$ cat src/rtl/i2cSeqPkg.sv
package i2cSeqPkg;

  typedef enum logic [1:0] {
    BIT_START = 2'd0,
    BIT_STOP  = 2'd1,
    BIT_WRITE = 2'd2,
    BIT_READ  = 2'd3
  } bitCmd_t;

  typedef enum logic [3:0] {
    S_IDLE, S_START, S_ADDR, S_ADDRACK, S_TXWAIT, S_TXBITS, S_TXACK,
    S_RXBITS, S_RXWAIT, S_RXACK, S_SUSP, S_NACKHOLD, S_STOP
  } seqState_t;

  // strobes from control to datapath
  typedef struct packed {
    logic loadAddr;
    logic addrDir;
    logic loadTx;
    logic shiftOut;
    logic shiftIn;
    logic storeRx;
    logic clrCnt;
  } dpStrobe_t;

endpackage

$ cat src/rtl/i2cSeqDatapath.sv
module i2cSeqDatapath
  import i2cSeqPkg::*;
#(
  parameter int DATA_W = 8,
  parameter int ADDR_W = 7
) (
  input  logic              clk,
  input  logic              rstN,
  input  dpStrobe_t         strb,
  input  logic [ADDR_W-1:0] slaveAddr,
  input  logic              txLoad,
  input  logic [DATA_W-1:0] txByte,
  input  logic              rxTake,
  input  logic              bitRdVal,
  output logic [DATA_W-1:0] rxByte,
  output logic              txFull,
  output logic              rxFull,
  output logic              lastBit,
  output logic              txBit
);

  localparam int CNT_W = (DATA_W > 1) ? $clog2(DATA_W) : 1;
  localparam logic [CNT_W-1:0] LAST_IDX = CNT_W'(DATA_W - 1);

  logic [DATA_W-1:0] shiftReg;
  logic [DATA_W-1:0] txHold;
  logic [DATA_W-1:0] rxHold;
  logic [DATA_W-1:0] addrFrame;
  logic [DATA_W-1:0] shiftedIn;
  logic [CNT_W-1:0]  bitCnt;

  generate
    if (DATA_W == ADDR_W + 1) begin : gAddrFit
      assign addrFrame = {slaveAddr, strb.addrDir};
    end else begin : gAddrPad
      assign addrFrame = {slaveAddr, strb.addrDir, {(DATA_W - ADDR_W - 1){1'b0}}};
    end
  endgenerate

  assign shiftedIn = {shiftReg[DATA_W-2:0], bitRdVal};
  assign lastBit   = (bitCnt == LAST_IDX);
  assign txBit     = shiftReg[DATA_W-1];
  assign rxByte    = rxHold;

  // shifter and bit counter
  always_ff @(posedge clk or negedge rstN) begin
    if (!rstN) begin
      shiftReg <= '0;
      bitCnt   <= '0;
    end else if (strb.loadAddr) begin
      shiftReg <= addrFrame;
      bitCnt   <= '0;
    end else if (strb.loadTx) begin
      shiftReg <= txHold;
      bitCnt   <= '0;
    end else if (strb.shiftOut) begin
      shiftReg <= {shiftReg[DATA_W-2:0], 1'b0};
      bitCnt   <= bitCnt + 1'b1;
    end else if (strb.shiftIn) begin
      shiftReg <= shiftedIn;
      bitCnt   <= bitCnt + 1'b1;
    end else if (strb.clrCnt) begin
      bitCnt   <= '0;
    end
  end

  // transmit holding register
  always_ff @(posedge clk or negedge rstN) begin
    if (!rstN) begin
      txHold <= '0;
      txFull <= 1'b0;
    end else if (txLoad) begin
      txHold <= txByte;
      txFull <= 1'b1;
    end else if (strb.loadTx) begin
      txFull <= 1'b0;
    end
  end

  // receive holding register
  always_ff @(posedge clk or negedge rstN) begin
    if (!rstN) begin
      rxHold <= '0;
      rxFull <= 1'b0;
    end else if (strb.storeRx) begin
      rxHold <= shiftedIn;
      rxFull <= 1'b1;
    end else if (rxTake) begin
      rxFull <= 1'b0;
    end
  end

endmodule

$ cat src/rtl/i2cSeqControl.sv
module i2cSeqControl
  import i2cSeqPkg::*;
(
  input  logic      clk,
  input  logic      rstN,
  input  logic      taskStartTx,
  input  logic      taskStartRx,
  input  logic      taskStop,
  input  logic      taskSuspend,
  input  logic      taskResume,
  input  logic      bitDone,
  input  logic      bitRdVal,
  input  logic      txFull,
  input  logic      rxFull,
  input  logic      lastBit,
  input  logic      txBit,
  output dpStrobe_t strb,
  output logic      bitReq,
  output logic [1:0] bitCmd,
  output logic      bitWrData,
  output logic      sclHold,
  output logic      evByteBound,
  output logic      evTxSent,
  output logic      evRxReady,
  output logic      evError,
  output logic      evStopped,
  output logic      evSuspended
);

  seqState_t state, nxt;
  logic curDir, pendDir;
  logic stopPend, startPend, suspPend;
  logic ackBit, ackNext;
  logic takeStop, takeStart, takeSusp;
  logic bbN, txN, rxN, errN, stopN, suspN;
  logic anyStart;

  assign anyStart = taskStartTx | taskStartRx;

  always_comb begin
    nxt       = state;
    strb      = '0;
    strb.addrDir = curDir;
    ackNext   = ackBit;
    takeStop  = 1'b0;
    takeStart = 1'b0;
    takeSusp  = 1'b0;
    bbN = 1'b0; txN = 1'b0; rxN = 1'b0; errN = 1'b0; stopN = 1'b0; suspN = 1'b0;
    case (state)
      S_IDLE:    if (anyStart) nxt = S_START;
      S_START:   if (bitDone) begin strb.loadAddr = 1'b1; nxt = S_ADDR; end
      S_ADDR:    if (bitDone) begin
                   strb.shiftOut = 1'b1;
                   if (lastBit) nxt = S_ADDRACK;
                 end
      S_ADDRACK: if (bitDone) begin
                   if (bitRdVal) begin
                     errN = 1'b1;
                     nxt  = S_NACKHOLD;
                   end else if (curDir) begin
                     strb.clrCnt = 1'b1;
                     bbN = 1'b1;
                     nxt = S_RXBITS;
                   end else begin
                     nxt = S_TXWAIT;
                   end
                 end
      S_TXWAIT:  if (txFull) begin
                   strb.loadTx = 1'b1;
                   bbN = 1'b1;
                   nxt = S_TXBITS;
                 end else if (stopPend) begin
                   takeStop = 1'b1;
                   nxt = S_STOP;
                 end else if (startPend) begin
                   takeStart = 1'b1;
                   nxt = S_START;
                 end
      S_TXBITS:  if (bitDone) begin
                   strb.shiftOut = 1'b1;
                   if (lastBit) nxt = S_TXACK;
                 end
      S_TXACK:   if (bitDone) begin
                   txN = 1'b1;
                   if (bitRdVal) begin
                     errN = 1'b1;
                     nxt  = S_NACKHOLD;
                   end else begin
                     nxt = S_TXWAIT;
                   end
                 end
      S_RXBITS:  if (bitDone) begin
                   strb.shiftIn = 1'b1;
                   if (lastBit) begin
                     strb.storeRx = 1'b1;
                     rxN = 1'b1;
                     nxt = S_RXWAIT;
                   end
                 end
      S_RXWAIT:  if (!rxFull) begin
                   ackNext = stopPend | startPend;
                   nxt = S_RXACK;
                 end
      S_RXACK:   if (bitDone) begin
                   if (ackBit) begin
                     if (stopPend) begin
                       takeStop = 1'b1;
                       nxt = S_STOP;
                     end else begin
                       takeStart = 1'b1;
                       nxt = S_START;
                     end
                   end else if (suspPend) begin
                     takeSusp = 1'b1;
                     suspN = 1'b1;
                     nxt = S_SUSP;
                   end else begin
                     strb.clrCnt = 1'b1;
                     bbN = 1'b1;
                     nxt = S_RXBITS;
                   end
                 end
      S_SUSP:    if (taskResume) begin
                   strb.clrCnt = 1'b1;
                   bbN = 1'b1;
                   nxt = S_RXBITS;
                 end
      S_NACKHOLD: if (stopPend) begin
                   takeStop = 1'b1;
                   nxt = S_STOP;
                 end
      S_STOP:    if (bitDone) begin
                   stopN = 1'b1;
                   nxt = S_IDLE;
                 end
      default:   nxt = S_IDLE;
    endcase
  end

  always_ff @(posedge clk or negedge rstN) begin
    if (!rstN) begin
      state     <= S_IDLE;
      curDir    <= 1'b0;
      pendDir   <= 1'b0;
      stopPend  <= 1'b0;
      startPend <= 1'b0;
      suspPend  <= 1'b0;
      ackBit    <= 1'b0;
    end else begin
      state  <= nxt;
      ackBit <= ackNext;
      if (state == S_IDLE) begin
        stopPend  <= 1'b0;
        startPend <= 1'b0;
        suspPend  <= 1'b0;
        if (anyStart) curDir <= ~taskStartTx;
      end else begin
        if (takeStop) stopPend <= 1'b0;
        else if (taskStop) stopPend <= 1'b1;
        if (takeStart) begin
          startPend <= 1'b0;
          curDir    <= pendDir;
        end else if (anyStart) begin
          startPend <= 1'b1;
          pendDir   <= ~taskStartTx;
        end
        if (takeSusp) suspPend <= 1'b0;
        else if (taskSuspend) suspPend <= 1'b1;
      end
    end
  end

  always_ff @(posedge clk or negedge rstN) begin
    if (!rstN) begin
      evByteBound <= 1'b0;
      evTxSent    <= 1'b0;
      evRxReady   <= 1'b0;
      evError     <= 1'b0;
      evStopped   <= 1'b0;
      evSuspended <= 1'b0;
    end else begin
      evByteBound <= bbN;
      evTxSent    <= txN;
      evRxReady   <= rxN;
      evError     <= errN;
      evStopped   <= stopN;
      evSuspended <= suspN;
    end
  end

  always_comb begin
    bitReq = 1'b1;
    bitCmd = BIT_READ;
    case (state)
      S_START:                     bitCmd = BIT_START;
      S_STOP:                      bitCmd = BIT_STOP;
      S_ADDR, S_TXBITS, S_RXACK:   bitCmd = BIT_WRITE;
      S_ADDRACK, S_TXACK, S_RXBITS: bitCmd = BIT_READ;
      default:                     bitReq = 1'b0;
    endcase
  end

  assign bitWrData = (state == S_RXACK) ? ackBit : txBit;
  assign sclHold   = ((state == S_TXWAIT) && !txFull) ||
                     ((state == S_RXWAIT) && rxFull) ||
                     (state == S_SUSP) || (state == S_NACKHOLD);

endmodule

$ cat src/rtl/i2cByteSequencer.sv
module i2cByteSequencer
  import i2cSeqPkg::*;
#(
  parameter int DATA_W = 8,
  parameter int ADDR_W = 7
) (
  input  logic              clk,
  input  logic              rstN,
  input  logic              taskStartTx,
  input  logic              taskStartRx,
  input  logic              taskStop,
  input  logic              taskSuspend,
  input  logic              taskResume,
  input  logic [ADDR_W-1:0] slaveAddr,
  input  logic              txLoad,
  input  logic [DATA_W-1:0] txByte,
  input  logic              rxTake,
  output logic [DATA_W-1:0] rxByte,
  output logic              bitReq,
  output logic [1:0]        bitCmd,
  output logic              bitWrData,
  input  logic              bitDone,
  input  logic              bitRdVal,
  output logic              sclHold,
  output logic              evByteBound,
  output logic              evTxSent,
  output logic              evRxReady,
  output logic              evError,
  output logic              evStopped,
  output logic              evSuspended
);

  dpStrobe_t strb;
  logic txFull, rxFull, lastBit, txBit;

  i2cSeqDatapath #(.DATA_W(DATA_W), .ADDR_W(ADDR_W)) uDp (
    .clk(clk), .rstN(rstN), .strb(strb), .slaveAddr(slaveAddr),
    .txLoad(txLoad), .txByte(txByte), .rxTake(rxTake), .bitRdVal(bitRdVal),
    .rxByte(rxByte), .txFull(txFull), .rxFull(rxFull),
    .lastBit(lastBit), .txBit(txBit)
  );

  i2cSeqControl uCtl (
    .clk(clk), .rstN(rstN),
    .taskStartTx(taskStartTx), .taskStartRx(taskStartRx), .taskStop(taskStop),
    .taskSuspend(taskSuspend), .taskResume(taskResume),
    .bitDone(bitDone), .bitRdVal(bitRdVal),
    .txFull(txFull), .rxFull(rxFull), .lastBit(lastBit), .txBit(txBit),
    .strb(strb), .bitReq(bitReq), .bitCmd(bitCmd), .bitWrData(bitWrData),
    .sclHold(sclHold), .evByteBound(evByteBound), .evTxSent(evTxSent),
    .evRxReady(evRxReady), .evError(evError), .evStopped(evStopped),
    .evSuspended(evSuspended)
  );

endmodule

$ cat config.mk
export PLATFORM = sky130hd
export DESIGN_NAME = i2cByteSequencer
export DESIGN_NICKNAME = d
export VERILOG_FILES = /design/src/rtl/i2cSeqPkg.sv /design/src/rtl/i2cSeqDatapath.sv /design/src/rtl/i2cSeqControl.sv /design/src/rtl/i2cByteSequencer.sv
export SDC_FILE = /design/constraint.sdc
export NUM_CORES = 1
export LEC_CHECK = 0
export ABC_AREA = 1
export CAP_MARGIN = 20
export CORE_MARGIN = 1.5
export CORE_UTILIZATION = 35
export DETAILED_ROUTE_END_ITERATION = 10
export GPL_TIMING_DRIVEN = 0
export SKIP_LAST_GASP = 1
export SYNTH_ARGS = -nofsm -noshare
export SYNTH_HDL_FRONTEND = slang
export SYNTH_HIERARCHICAL = 1
export SYNTH_SLANG_ARGS = --single-unit
$ cat constraint.sdc
create_clock -name clk -period 2.3 [get_ports clk]
set_input_delay 0.46 -clock clk [delete_from_list [all_inputs] [get_ports clk]]
set_output_delay 0.46 -clock clk [all_outputs]
set_load 0.01 [all_outputs]
Word level (Yosys, flattened, before mapping)
Cells that the tools add are included.
- flip-flop bits (word level): 45
- bits in latches: 0
- memory bits (writable): 0
- memory bits (read-only): 0
- input bits: 26
- output and inout port bits: 19
- logic and storage cells: 171
- memories kept: 0
- add/subtract/negate cells: 1
- $mul: 0
- div/mod/pow operators: 0
- order comparisons: 0
- equal/unequal tests: 29
- shift operators: 0
- mux-type cells: 93
- bitwise logic cells: 6
- reductions and logical operators: 23
- operators with widths (cell ; number):
    $mux 4 ; 23
    $mux 1 ; 52
    $pmux 4 s13 ; 1
    $mux 8 ; 4
    $ne 2x2->1 const B ; 13
    $eq 4x4->1 const B ; 5
    $eq 4x3->1 const B ; 4
    $reduce_and 16->1 ; 1
    $mux 3 ; 5
    $reduce_bool 3->1 ; 3
    $eq 4x2->1 const B ; 2
    $reduce_or 8->1 ; 1
    $mux 2 ; 3
    $pmux 1 s3 ; 2
    $pmux 2 s3 ; 1
    $reduce_bool 2->1 ; 3
    $reduce_bool 5->1 ; 1
    $eq 4x1->1 const B ; 1
    $logic_not 4->1 ; 1
    $ne 2x1->1 const B ; 2
    $ne 4x2->1 const B ; 1
    $not 1->1 ; 4
    $pmux 1 s4 ; 1
    $reduce_and 2->1 ; 2
    11 further kinds ; 16

Logic depth before layout (Yosys ltp)
- depth after elaboration: 9
- depth in mapped cells: 12
- mapped depth without buffers: 11

Hierarchy
The synthesis kept the hierarchy.
- modules (own cells, without submodules) (module ; times used ; cells an instance ; area each (um^2) ; sequential area each (um^2)):
    i2cSeqDatapath ; 1 ; 166 ; 1330.0 ; 725.7
    i2cSeqControl ; 1 ; 175 ; 1223.7 ; 400.4

Worst setup path after synthesis
OpenSTA, ideal clock, no wires.
- path type: reg2reg
- start point: register uCtl.state[3]
- end point: register uDp.shiftReg[1]
- setup time: 0.117 ns
- data arrival time: 1.664 ns
- data required time: 2.183 ns
- path slack: 0.519 ns
- stages on the path, launching flop included: 11
- clock period less this slack: 1.781 ns
- cells stage by stage: dfrtp_1 nor2_2 inv_1 nor2_1 inv_1 nor2_1 inv_2 buf_6 or2_0 nand3_1 nand2_1
- RTL lines (item ; RTL line ; text):
    start: declaration ; i2cSeqControl.sv:30 ; seqState_t state, nxt;
    start signal: assignment ; i2cSeqControl.sv:150 ; state <= nxt;
    end signal: assignment ; i2cSeqDatapath.sv:51 ; shiftReg <= addrFrame;
    end signal: assignment ; i2cSeqDatapath.sv:54 ; shiftReg <= txHold;
    end signal: assignment ; i2cSeqDatapath.sv:57 ; shiftReg <= {shiftReg[DATA_W-2:0], 1'b0};
    end: declaration ; i2cSeqDatapath.sv:25 ; logic [DATA_W-1:0] shiftReg;

Worst setup path after layout
- start point: register uCtl.state[2]
- end point: output bitReq
- cells in the longest elaborated chain, start to end: 3
- elaborated cells between the ends (all ways): 10
- those cells by class: eq/ne (8); mux (1); reduce/logical (1)
- RTL lines (item ; RTL line ; text):
    $eq 4x2->1, or another cell as far along ; i2cSeqControl.sv:194 ; case (state)
    $reduce_or 8->1 (no source line) * ; n/a ;
    $mux 1 * ; i2cSeqControl.sv:194 ;
    end: declaration ; i2cByteSequencer.sv:19 ; output logic bitReq,
Every way passes the cells marked *; elsewhere a longest branch is shown, timed or not.

==> run summary <==
CTS sink count: 45
Final slew viol count: 0
Hold Buf Count CTS: 0
Clock root cell: clkbuf_8
Maximum clock insertion buffer count: 2
# DRC: 0
R2R depth: 10
Asr flop ratio synth: 1.000
TNS Setup: -39.19 ps
RePlAce Congestion: 0.9456
Port buffer count: 43
Routed WL: 6059 um
Reg2Reg Setup Slack: 350 ps
Detailed Route Iter0 Violations: 121
Post-DP HPWL: 4758 um
Nets@finish: 426
DR vias/cell: 4.574
Via count: 2,264
Syn Nets: 369
CP Max Fanout: 4
Avg Inst Size Synth: 7.489 um^2
Yosys warnings: 6
CP Data Arrival Time: 1880 ps
Cts bufs inserted: 5
Most Frequent Cell on Critical Path: nor2_4
Design area: 3298 um^2
GR Overflow Total: 0
Reg-to-Reg Start: uCtl/state[1]
Area of the core: 6907 um^2
Critical path class: register to primary output
Chip Width: 88.42 um
Hold Violations, Final: 0
N_diodes: 0
Hold Crit Class: primary input to asynchronous set/reset pin
Layout cells sized above 1: 0.1604
Largest net degree at the start of global routing: 32
Die Footprint: 7818 um^2
Cell with the most instances after synthesis: nand2_1
Cell taking the most area after synthesis: dfrtp_1
Worst slew pin tran: 388.8 ps
Ranking of synthesized cells by area: dfrtp_1 44%, nand2_1 20%, nand3_1 5.7%
Critical path required time: 1840 ps
Max Clk Rate: 427.5 MHz
Ports: 45
Reg clk slew, reported paths: 90 ps
Rel. slew slack: 0.7408
Yosys reg bits: 45
Post-route ant nets: 0
Failing checks: setup timing
Die height: 88.42 um
Post-Syn Instances: 341
WL/cell: 12.24 um
Worst vdd ir: 0.3014 mV
P_leak: 0.001700 uW
Clock skew: 2.828 ps
Area of the mapped netlist: 2554 um^2
TritonCTS clock tree: done
Initial Util: 0.3697
Pwr/cell area: 1033 nW/um^2
Fin crit share: 1.017
First-pass GRT wire length: 9956 um
Area added between synthesis and finish: 29.15%
Synth cell types: 35
Setup ws final: -39.19 ps
MaxCap Viol Count: 0
Max incr delay on CP: 530 ps
Post-synthesis sequential area ratio: 0.4410
Place WS: 75.75 ps
Tot Pwr: 3407 uW
Worst-skew pair later-pin latency: 300 ps
Placed Area: 3119 um^2
Most used DFF post-synth: dfrtp_1
Startpoint Class: register
Rows: 30
R2r endpoint: uDp/shiftReg[1]
Initial antenna violation count: 0
Crit end category: primary output
Final setup violation count: 1
Commonest cells post-synth: 136 x nand2_1, 45 x dfrtp_1, 33 x nor2_1
Top cell type's share of synthesized area: 0.4410
DRT Pass-1 Iters: 4
CP max-delay cell: clkdlybuf4s50_1
CTS H-tree lvls: 2
Clock period minus worst slack: 2339 ps
CP cell instances: inv_2 > nor2_4 > nand2_2 > nand2_1 > nor2_4 > nand2_4 > clkdlybuf4s50_1
Status: finished with violations
Vias in the first global route: 2,060
Post-synth EDFFs: 0
RSZ-0062 raised after global routing: yes
All-Layer GR Usage: 0.1668
-- power breakdown --
group | leakage (uW) | switching [uW] | internal, uW
Combinational | 0.00109 | 1020 | 718
Clock | 0.0000447 | 287 | 219
Sequential | 0.000570 | 174 | 987
-- through the flow --
stage | std cells | hold WS, ps | util
6_report | 495 | 68.35 | 0.4775
5_1_grt | 495 | 80.45 | 0.4775
4_1_cts | 491 | 69.50 | 0.4685
3_5_place_dp | 481 | 403.9 | 0.4516
3_3_place_gp | 480 | 457.2 | 0.4495
2_1_floorplan | 341 | 164.4 | -
-- how the worst max path moves through the flow --
stage | depth (start not counted) | slack (ps) | start | to
floorplan | 10 | 520 | uCtl/state[3] | uDp/shiftReg[1]
global placement | 1 | -480 | rstN | uDp/rxByte[4]
detailed placement | 9 | 80 | bitDone | uDp/shiftReg[1]
CTS | 8 | -150 | uCtl/state[3] | bitCmd[0]
global route | 8 | -110 | uCtl/state[0] | bitReq
finish | 7 | -40 | uCtl/state[2] | bitReq
-- registers in the layout, summed over array words and instances (netlist names), 3 cells and up --
register / flops
uDp/shiftReg: 8
uCtl/state: 4
uDp/txHold: 8
uDp/bitCnt: 3
uDp/rxByte: 8
-- worst max-delay path, delay by kind of cell (launching register included) --
kind | cells | cell delay, ps
buffers and inverters | 2 | 610
AND/OR/NAND/NOR | 5 | 540
flip-flops | 1 | 430
-- cell families after synthesis --
logic type / share of synthesized area
and+or+nand+nor: 0.4321
DFF: 0.4410
buffers and inverters: 0.07006
AOI/OAI and AO/OA: 0.04704
adders and majority gates: 0.009798
-- layout by cell type, fill, tap and decap left out, types with 2 or more instances in the layout --
master           count
buf_4                7
nand4_1              2
or2_2                5
nand2_1            135
or2_0                3
dlymetal6s2s_1       3
a21oi_1              4
nor2_1              31
o21ai_1              3
nand2_2              6
nand2_4              5
clkbuf_8             5
ha_1                 2
nand3b_1             2
nor3_1               5
dfrtp_1             42
dfrtp_2              3
buf_6                4
nor2_2               2
buf_12               2
inv_1               21
nor2_4               7
inv_2                5
o21ai_0              7
nand3_1             29
buf_2                4
clkdlybuf4s50_1     38
-- layer usage --
metal	vias up	global-route usage	wire, um
met5	-	0	0
met4	0	0.05966	84
met3	8	0.03358	249
met2	56	0.2547	2648
met1	1012	0.2354	3076
li1	1188	-	-
-- area by class of cell --
cell class,instances,area [um^2]
Buffer,9,75.07
Inverter,28,107.6
Clock buffer,5,68.82
Clock inverter,3,25.02
Timing Repair Buffer,50,510.5
Sequential cell,45,1130
Multi-Input combinational cell,259,1261
Fill cell,731,3608
Tap cell,96,120.1
-- repair_timing --
item,4_1_cts,5_1_grt
setup buffers,2,4
endpoints found under the setup margin,5,5
resized for setup,5,8
endpoints found under the hold margin,0,0
pin swaps,2,4
Power figures use the tool's default switching activity.
